<file path="src/rtl/bsr_pkg.sv">
package bsr_pkg;
  localparam int OP_W = 8;

  typedef enum logic [1:0] {
    FORM_NONE,
    FORM_SHORT,
    FORM_LONG_BR,
    FORM_LONG_SKIP
  } bsr_form_e;

  typedef enum logic [2:0] {
    TEST_ALWAYS,
    TEST_Q,
    TEST_ACC_ZERO,
    TEST_CARRY,
    TEST_EXT,
    TEST_IRQ_EN
  } bsr_test_e;

  typedef struct packed {
    bsr_form_e  form;
    bsr_test_e  test;
    logic [1:0] ext_sel;
    logic       invert;
  } bsr_dec_t;
endpackage

</file>
<file path="src/rtl/bsr_flag_sync.sv">
// Captures the active-low external flag pins once per machine cycle.
module bsr_flag_sync #(
  parameter int NUM_EXT = 4
) (
  input  logic               clk,
  input  logic               rst_n,
  input  logic               sample_en,
  input  logic [NUM_EXT-1:0] pin_n,
  output logic [NUM_EXT-1:0] level
);
  for (genvar gi = 0; gi < NUM_EXT; gi++) begin : g_flag
    always_ff @(posedge clk) begin
      if (!rst_n) begin
        level[gi] <= 1'b0;
      end else if (sample_en) begin
        level[gi] <= ~pin_n[gi];
      end
    end
  end
endmodule

</file>
<file path="src/rtl/bsr_decode.sv">
// Opcode classification: instruction form, condition, and sense.
module bsr_decode
  import bsr_pkg::*;
(
  input  logic [OP_W-1:0] opcode,
  output bsr_dec_t        dec
);
  function automatic bsr_test_e pick_flag(input logic [1:0] sel);
    case (sel)
      2'b01:   return TEST_Q;
      2'b10:   return TEST_ACC_ZERO;
      2'b11:   return TEST_CARRY;
      default: return TEST_ALWAYS;
    endcase
  endfunction

  always_comb begin
    dec.form    = FORM_NONE;
    dec.test    = TEST_ALWAYS;
    dec.ext_sel = opcode[1:0];
    dec.invert  = 1'b0;
    case (opcode[7:4])
      4'h3: begin
        dec.form   = FORM_SHORT;
        dec.invert = opcode[3];
        dec.test   = opcode[2] ? TEST_EXT : pick_flag(opcode[1:0]);
      end
      4'hC: begin
        if (!opcode[2]) begin
          if (opcode[1:0] == 2'b00) begin
            // unconditional long branch, or unconditional long skip
            dec.form = opcode[3] ? FORM_LONG_SKIP : FORM_LONG_BR;
          end else begin
            dec.form   = FORM_LONG_BR;
            dec.test   = pick_flag(opcode[1:0]);
            dec.invert = opcode[3];
          end
        end else begin
          if (opcode[1:0] == 2'b00) begin
            if (opcode[3]) begin
              dec.form = FORM_LONG_SKIP;
              dec.test = TEST_IRQ_EN;
            end
          end else begin
            // lower half skips on a false flag, upper half on a true flag
            dec.form   = FORM_LONG_SKIP;
            dec.test   = pick_flag(opcode[1:0]);
            dec.invert = ~opcode[3];
          end
        end
      end
      default: ;
    endcase
  end
endmodule

</file>
<file path="src/rtl/bsr_cond_eval.sv">
// Selects the tested flag and applies the sense inversion.
module bsr_cond_eval
  import bsr_pkg::*;
#(
  parameter int NUM_EXT = 4
) (
  input  bsr_test_e          test,
  input  logic [1:0]         ext_sel,
  input  logic               invert,
  input  logic               q_flag,
  input  logic               acc_zero,
  input  logic               carry,
  input  logic               irq_en,
  input  logic [NUM_EXT-1:0] ext_level,
  output logic               cond_met
);
  logic raw;

  always_comb begin
    case (test)
      TEST_Q:        raw = q_flag;
      TEST_ACC_ZERO: raw = acc_zero;
      TEST_CARRY:    raw = carry;
      TEST_EXT:      raw = ext_level[ext_sel];
      TEST_IRQ_EN:   raw = irq_en;
      default:       raw = 1'b1;
    endcase
    cond_met = raw ^ invert;
  end
endmodule

</file>
<file path="src/rtl/bsr_target.sv">
// Next program-counter arithmetic for each form and outcome.
module bsr_target
  import bsr_pkg::*;
#(
  parameter int ADDR_W = 16,
  parameter int BYTE_W = 8
) (
  input  bsr_form_e         form,
  input  logic              taken,
  input  logic [ADDR_W-1:0] pc,
  input  logic [BYTE_W-1:0] imm_a,
  input  logic [BYTE_W-1:0] imm_b,
  output logic [ADDR_W-1:0] next_pc
);
  localparam logic [ADDR_W-1:0] STEP_ONE = ADDR_W'(1);
  localparam logic [ADDR_W-1:0] STEP_TWO = ADDR_W'(2);

  logic [ADDR_W-1:0] pc_inc1;
  logic [ADDR_W-1:0] pc_inc2;

  assign pc_inc1 = pc + STEP_ONE;
  assign pc_inc2 = pc + STEP_TWO;

  always_comb begin
    case (form)
      FORM_SHORT:     next_pc = taken ? {pc[ADDR_W-1:BYTE_W], imm_a} : pc_inc1;
      FORM_LONG_BR:   next_pc = taken ? ADDR_W'({imm_a, imm_b}) : pc_inc2;
      FORM_LONG_SKIP: next_pc = taken ? pc_inc2 : pc;
      default:        next_pc = pc;
    endcase
  end
endmodule

</file>
<file path="src/rtl/bsr_unit.sv">
module bsr_unit
  import bsr_pkg::*;
#(
  parameter int ADDR_W  = 16,
  parameter int BYTE_W  = 8,
  parameter int NUM_EXT = 4
) (
  input  logic               clk,
  input  logic               rst_n,
  input  logic               flag_strobe,
  input  logic [NUM_EXT-1:0] ext_flag_n,
  input  logic               q_flag,
  input  logic               carry,
  input  logic               acc_zero,
  input  logic               irq_en,
  input  logic               in_valid,
  output logic               in_ready,
  input  logic [OP_W-1:0]    in_opcode,
  input  logic [ADDR_W-1:0]  in_pc,
  input  logic [BYTE_W-1:0]  in_imm_a,
  input  logic [BYTE_W-1:0]  in_imm_b,
  output logic               out_valid,
  input  logic               out_ready,
  output logic [ADDR_W-1:0]  out_next_pc,
  output logic               out_taken,
  output logic               out_third
);
  bsr_dec_t          dec;
  logic [NUM_EXT-1:0] ext_level;
  logic              cond_met;
  logic              taken_c;
  logic [ADDR_W-1:0] next_pc_c;
  logic              accept;

  bsr_flag_sync #(.NUM_EXT(NUM_EXT)) u_flags (
    .clk      (clk),
    .rst_n    (rst_n),
    .sample_en(flag_strobe),
    .pin_n    (ext_flag_n),
    .level    (ext_level)
  );

  bsr_decode u_dec (
    .opcode(in_opcode),
    .dec   (dec)
  );

  bsr_cond_eval #(.NUM_EXT(NUM_EXT)) u_cond (
    .test     (dec.test),
    .ext_sel  (dec.ext_sel),
    .invert   (dec.invert),
    .q_flag   (q_flag),
    .acc_zero (acc_zero),
    .carry    (carry),
    .irq_en   (irq_en),
    .ext_level(ext_level),
    .cond_met (cond_met)
  );

  assign taken_c = (dec.form != FORM_NONE) && cond_met;

  bsr_target #(.ADDR_W(ADDR_W), .BYTE_W(BYTE_W)) u_tgt (
    .form   (dec.form),
    .taken  (taken_c),
    .pc     (in_pc),
    .imm_a  (in_imm_a),
    .imm_b  (in_imm_b),
    .next_pc(next_pc_c)
  );

  assign in_ready = !out_valid || out_ready;
  assign accept   = in_valid && in_ready;

  always_ff @(posedge clk) begin
    if (!rst_n) begin
      out_valid <= 1'b0;
    end else if (accept) begin
      out_valid <= 1'b1;
    end else if (out_ready) begin
      out_valid <= 1'b0;
    end
  end

  always_ff @(posedge clk) begin
    if (!rst_n) begin
      out_next_pc <= '0;
      out_taken   <= 1'b0;
      out_third   <= 1'b0;
    end else if (accept) begin
      out_next_pc <= next_pc_c;
      out_taken   <= taken_c;
      out_third   <= (dec.form == FORM_LONG_BR);
    end
  end
endmodule

</file>
<file path="config.mk">
export PLATFORM = sky130hd
export DESIGN_NAME = bsr_unit
export DESIGN_NICKNAME = d
export VERILOG_FILES = /design/src/rtl/bsr_pkg.sv /design/src/rtl/bsr_flag_sync.sv /design/src/rtl/bsr_decode.sv /design/src/rtl/bsr_cond_eval.sv /design/src/rtl/bsr_target.sv /design/src/rtl/bsr_unit.sv
export SDC_FILE = /design/constraint.sdc
export NUM_CORES = 1
export LEC_CHECK = 0
export BUFFER_PORTS_ARGS = -buffer_cell sky130_fd_sc_hd__buf_2
export CAP_MARGIN = 10
export CORE_ASPECT_RATIO = 0.9
export CORE_MARGIN = 5
export CORE_UTILIZATION = 55
export CTS_BUF_LIST = sky130_fd_sc_hd__clkbuf_8
export CTS_CLUSTER_SIZE = 12
export DETAILED_ROUTE_END_ITERATION = 8
export GPL_TIMING_DRIVEN = 1
export PLACE_DENSITY = 0.84
export SYNTH_ARGS = -nofsm -noshare
export SYNTH_HDL_FRONTEND = slang
export SYNTH_SLANG_ARGS = --single-unit
</file>
<file path="constraint.sdc">
create_clock -name clk -period 3 [get_ports clk]
set_clock_uncertainty 0.1 [all_clocks]
set_input_delay 0.15 -clock clk [delete_from_list [all_inputs] [get_ports clk]]
set_output_delay 0.15 -clock clk [all_outputs]
set_load 0.01 [all_outputs]
</file>
==> flow_summary.ini <==
[worst_setup_path]
path_max_fanout = 19
endpoint_kind = flop
crit_chain = mux4_2, or3_1, a31oi_4, nor3_4, buf_4, nor2_1, o221ai_1, a211oi_1
worstPathRequired_ps = 3080
worst_setup_path_start_kind = flop
crit_path_top_delay_cell = mux4_2
cp.arrival_ps = 2840
cpPeakStageDelay_ps = 480
critPathKind = flop to flop

[routing]
ant_nets = 0
routed-via-count = 2974
vias_per_cell = 6.51
routed_wl_mm = 8.28
drt_iter0_drc = 358
firstDrtPassIters = 5
drc = 0
wl_per_cell_um = 18.1

[timing]
drv_slew = 0
relSlewSlack = 0.649
whs_ps = 27.0
finalCritPeriodShare = 0.920
hold_viol_final = 0
setup_slack_ps = 241
min_period_ps = 2760
rsz0062_at_grt = false
tns_ps = 0
max_freq_mhz = 362
worst_pin_slew_ps = 520
setup-violations-final = 0

[placement]
gp_congestion = 0.930
hpwl_mm = 6.08
place_ws_ps = 235
placed_cell_area_um2 = 2870
io_buffers = 72

[synth]
synth_compound_area_frac = 0.345
synthXorXnorAreaFrac = 0.0616
syn-num-nets = 390
async_reset_ff_frac = 0
synth_area_leaders = dfxtp_1 (18%), nand2_1 (4.7%), o21ai_0 (4.5%)
synth-seq-cells = 23
synth_top_family_by_area = compound AO/OA/AOI/OAI gates
synth_top_area_share = 0.180
ys_types = 71
synth_cells = 335
synth-seq-area-share = 0.180
synth_area_per_cell_um2 = 7.64
syn_area_um2 = 2560
synth_top_area_cell = dfxtp_1
yosys.area_share.simple = 0.276
ys.flop_type = dfxtp_1
ys_top_cells_by_count = nand2_1 (32), nor2_1 (24), dfxtp_1 (23), o21ai_0 (23), a21oi_1 (19)
synth_mux_area_frac = 0.0254
yosysMostFrequentCell = nand2_1
synth_warnings = 0
synth_fa_ha_area_frac = 0.00978
synth_edf_count = 0

[floorplanning]
dieArea_um2 = 6120
start_util = 0.570
core_area_um2 = 4490
die_w_um = 81.9
row_count = 23
pin_count = 73
die_y_um = 74.7

[global_route]
grtUsageTotal = 0.269
gr-usage-met1 = 0.357
grt_max_degree = 26
top_usage_layer = met2
grt_pass1_vias = 2748
grt_remaining_overflow = 0
grt_pass1_wl_mm = 13.1
groute.layer.met2.usage = 0.444
antenna_found_initial = 0
grt_use_met3 = 0.0431

[clock_tree]
cts_setup_buffers = 0
clk_latency_ps = 270
cts.path.max_buffers = 2
numCtsBuffers = 3
clock_sinks = 23
ctsResizeCount = 0
cts_tree = yes
htree_levels = 1
cts_hold_buf = 0
root_buffer = clkbuf_8
clkTransAtPathRegs_ps = 90

[power]
ir_drop_mv = 0.183
powerDensity_nw_per_um2 = 283
cellLeakagePower_uw = 0.00115
power_uw = 825

[run_status]
status = complete, no violations

[layout]
antenna_cells = 0
final_cell_area_um2 = 2910
drive_above_1_share = 0.291
nets = 451
syn2layout_area_growth_pct = 13.8
fill_cells = 436

[flow_run]
cap_violations = 0

[hold_path]
hold_class = primary input to flop
state kept, by name, summed over array words and instances (netlist names):
name,cells
u_flags.level,4
out_next_pc,16
out_valid,1
out_taken,1
out_third,1
worst paths after layout:
kind                              endpoint  slack (ps)                     startpoint  cells past startpoint
max            out_next_pc[7]$_SDFFE_PN0P_         240  u_flags.level[3]$_SDFFE_PN0P_                      8
min reg2reg   out_next_pc[11]$_SDFFE_PN0P_         360   out_next_pc[11]$_SDFFE_PN0P_                      2
max reg2reg    out_next_pc[7]$_SDFFE_PN0P_         240  u_flags.level[3]$_SDFFE_PN0P_                      8
min          u_flags.level[1]$_SDFFE_PN0P_          30                  ext_flag_n[1]                      3
final cells by class:
class | instances | area [um2] | area share
Clock buffer | 3 | 41.3 | 0.0142
Sequential cell | 23 | 460 | 0.158
Timing Repair Buffer | 88 | 480 | 0.165
Multi-Input combinational cell | 277 | 1840 | 0.630
Inverter | 3 | 11.3 | 0.00387
Clock inverter | 1 | 5.00 | 0.00172
Tap cell | 62 | 77.6 | 0.0266
critical path, delay by kind of cell, from the launching register on:
| kind | cells | cell delay [ps] |
|---|---|---|
| buffers and inverters | 1 | 210 |
| flip-flops | 1 | 320 |
| AO/OA/AOI/OAI | 3 | 860 |
| multiplexers | 1 | 480 |
| AND/OR/NAND/NOR | 3 | 680 |
cells in the final DEF, fill, tap and decap left out, drive strengths merged, types with 2 or more instances in the layout:
master / n
a221oi: 2
a211oi: 6
nor3: 10
o31a: 3
a311oi: 3
a21oi: 19
xnor2: 10
o211a: 5
nor2: 25
nand2: 33
a31oi: 15
nor4: 4
and2: 2
inv: 3
o211ai: 15
o21a: 4
o31ai: 3
and3: 6
buf: 88
o311a: 2
dfxtp: 23
or2: 2
xor2: 8
or3: 11
nand3: 13
mux2i: 2
mux2: 2
a21boi: 3
clkbuf: 3
o21ai: 30
nor3b: 3
a31o: 2
o221ai: 4
and4bb: 2
nand4: 6
and4: 2
ha: 2
logic make-up after synthesis:
group,Yosys count
buffers and inverters,35
AND/OR/NAND/NOR,125
multiplexers,5
AO/OA/AOI/OAI,127
XOR/XNOR,18
flip-flops,23
adder cells (fa/ha/maj),2
power by group:
group / total [uW] / internal, uW / switching, uW
Combinational: 279 / 115 / 164
Clock: 207 / 93.0 / 114
Sequential: 339 / 328 / 10.9
Total: 825 / 536 / 289
stage by stage:
step | std cells | util
6_report | 457 | 0.649
5_1_grt | 457 | 0.649
4_1_cts | 457 | 0.649
3_5_place_dp | 453 | 0.638
3_3_place_gp | 453 | 0.638
2_1_floorplan | 335 | -
layer usage:
layer	share of wire	wire (um)
met2	0.46	3770
met3	0.10	862
met1	0.42	3490
met5	0	0
met4	0.019	155
Note: power is estimated with default switching activity, not from simulation.
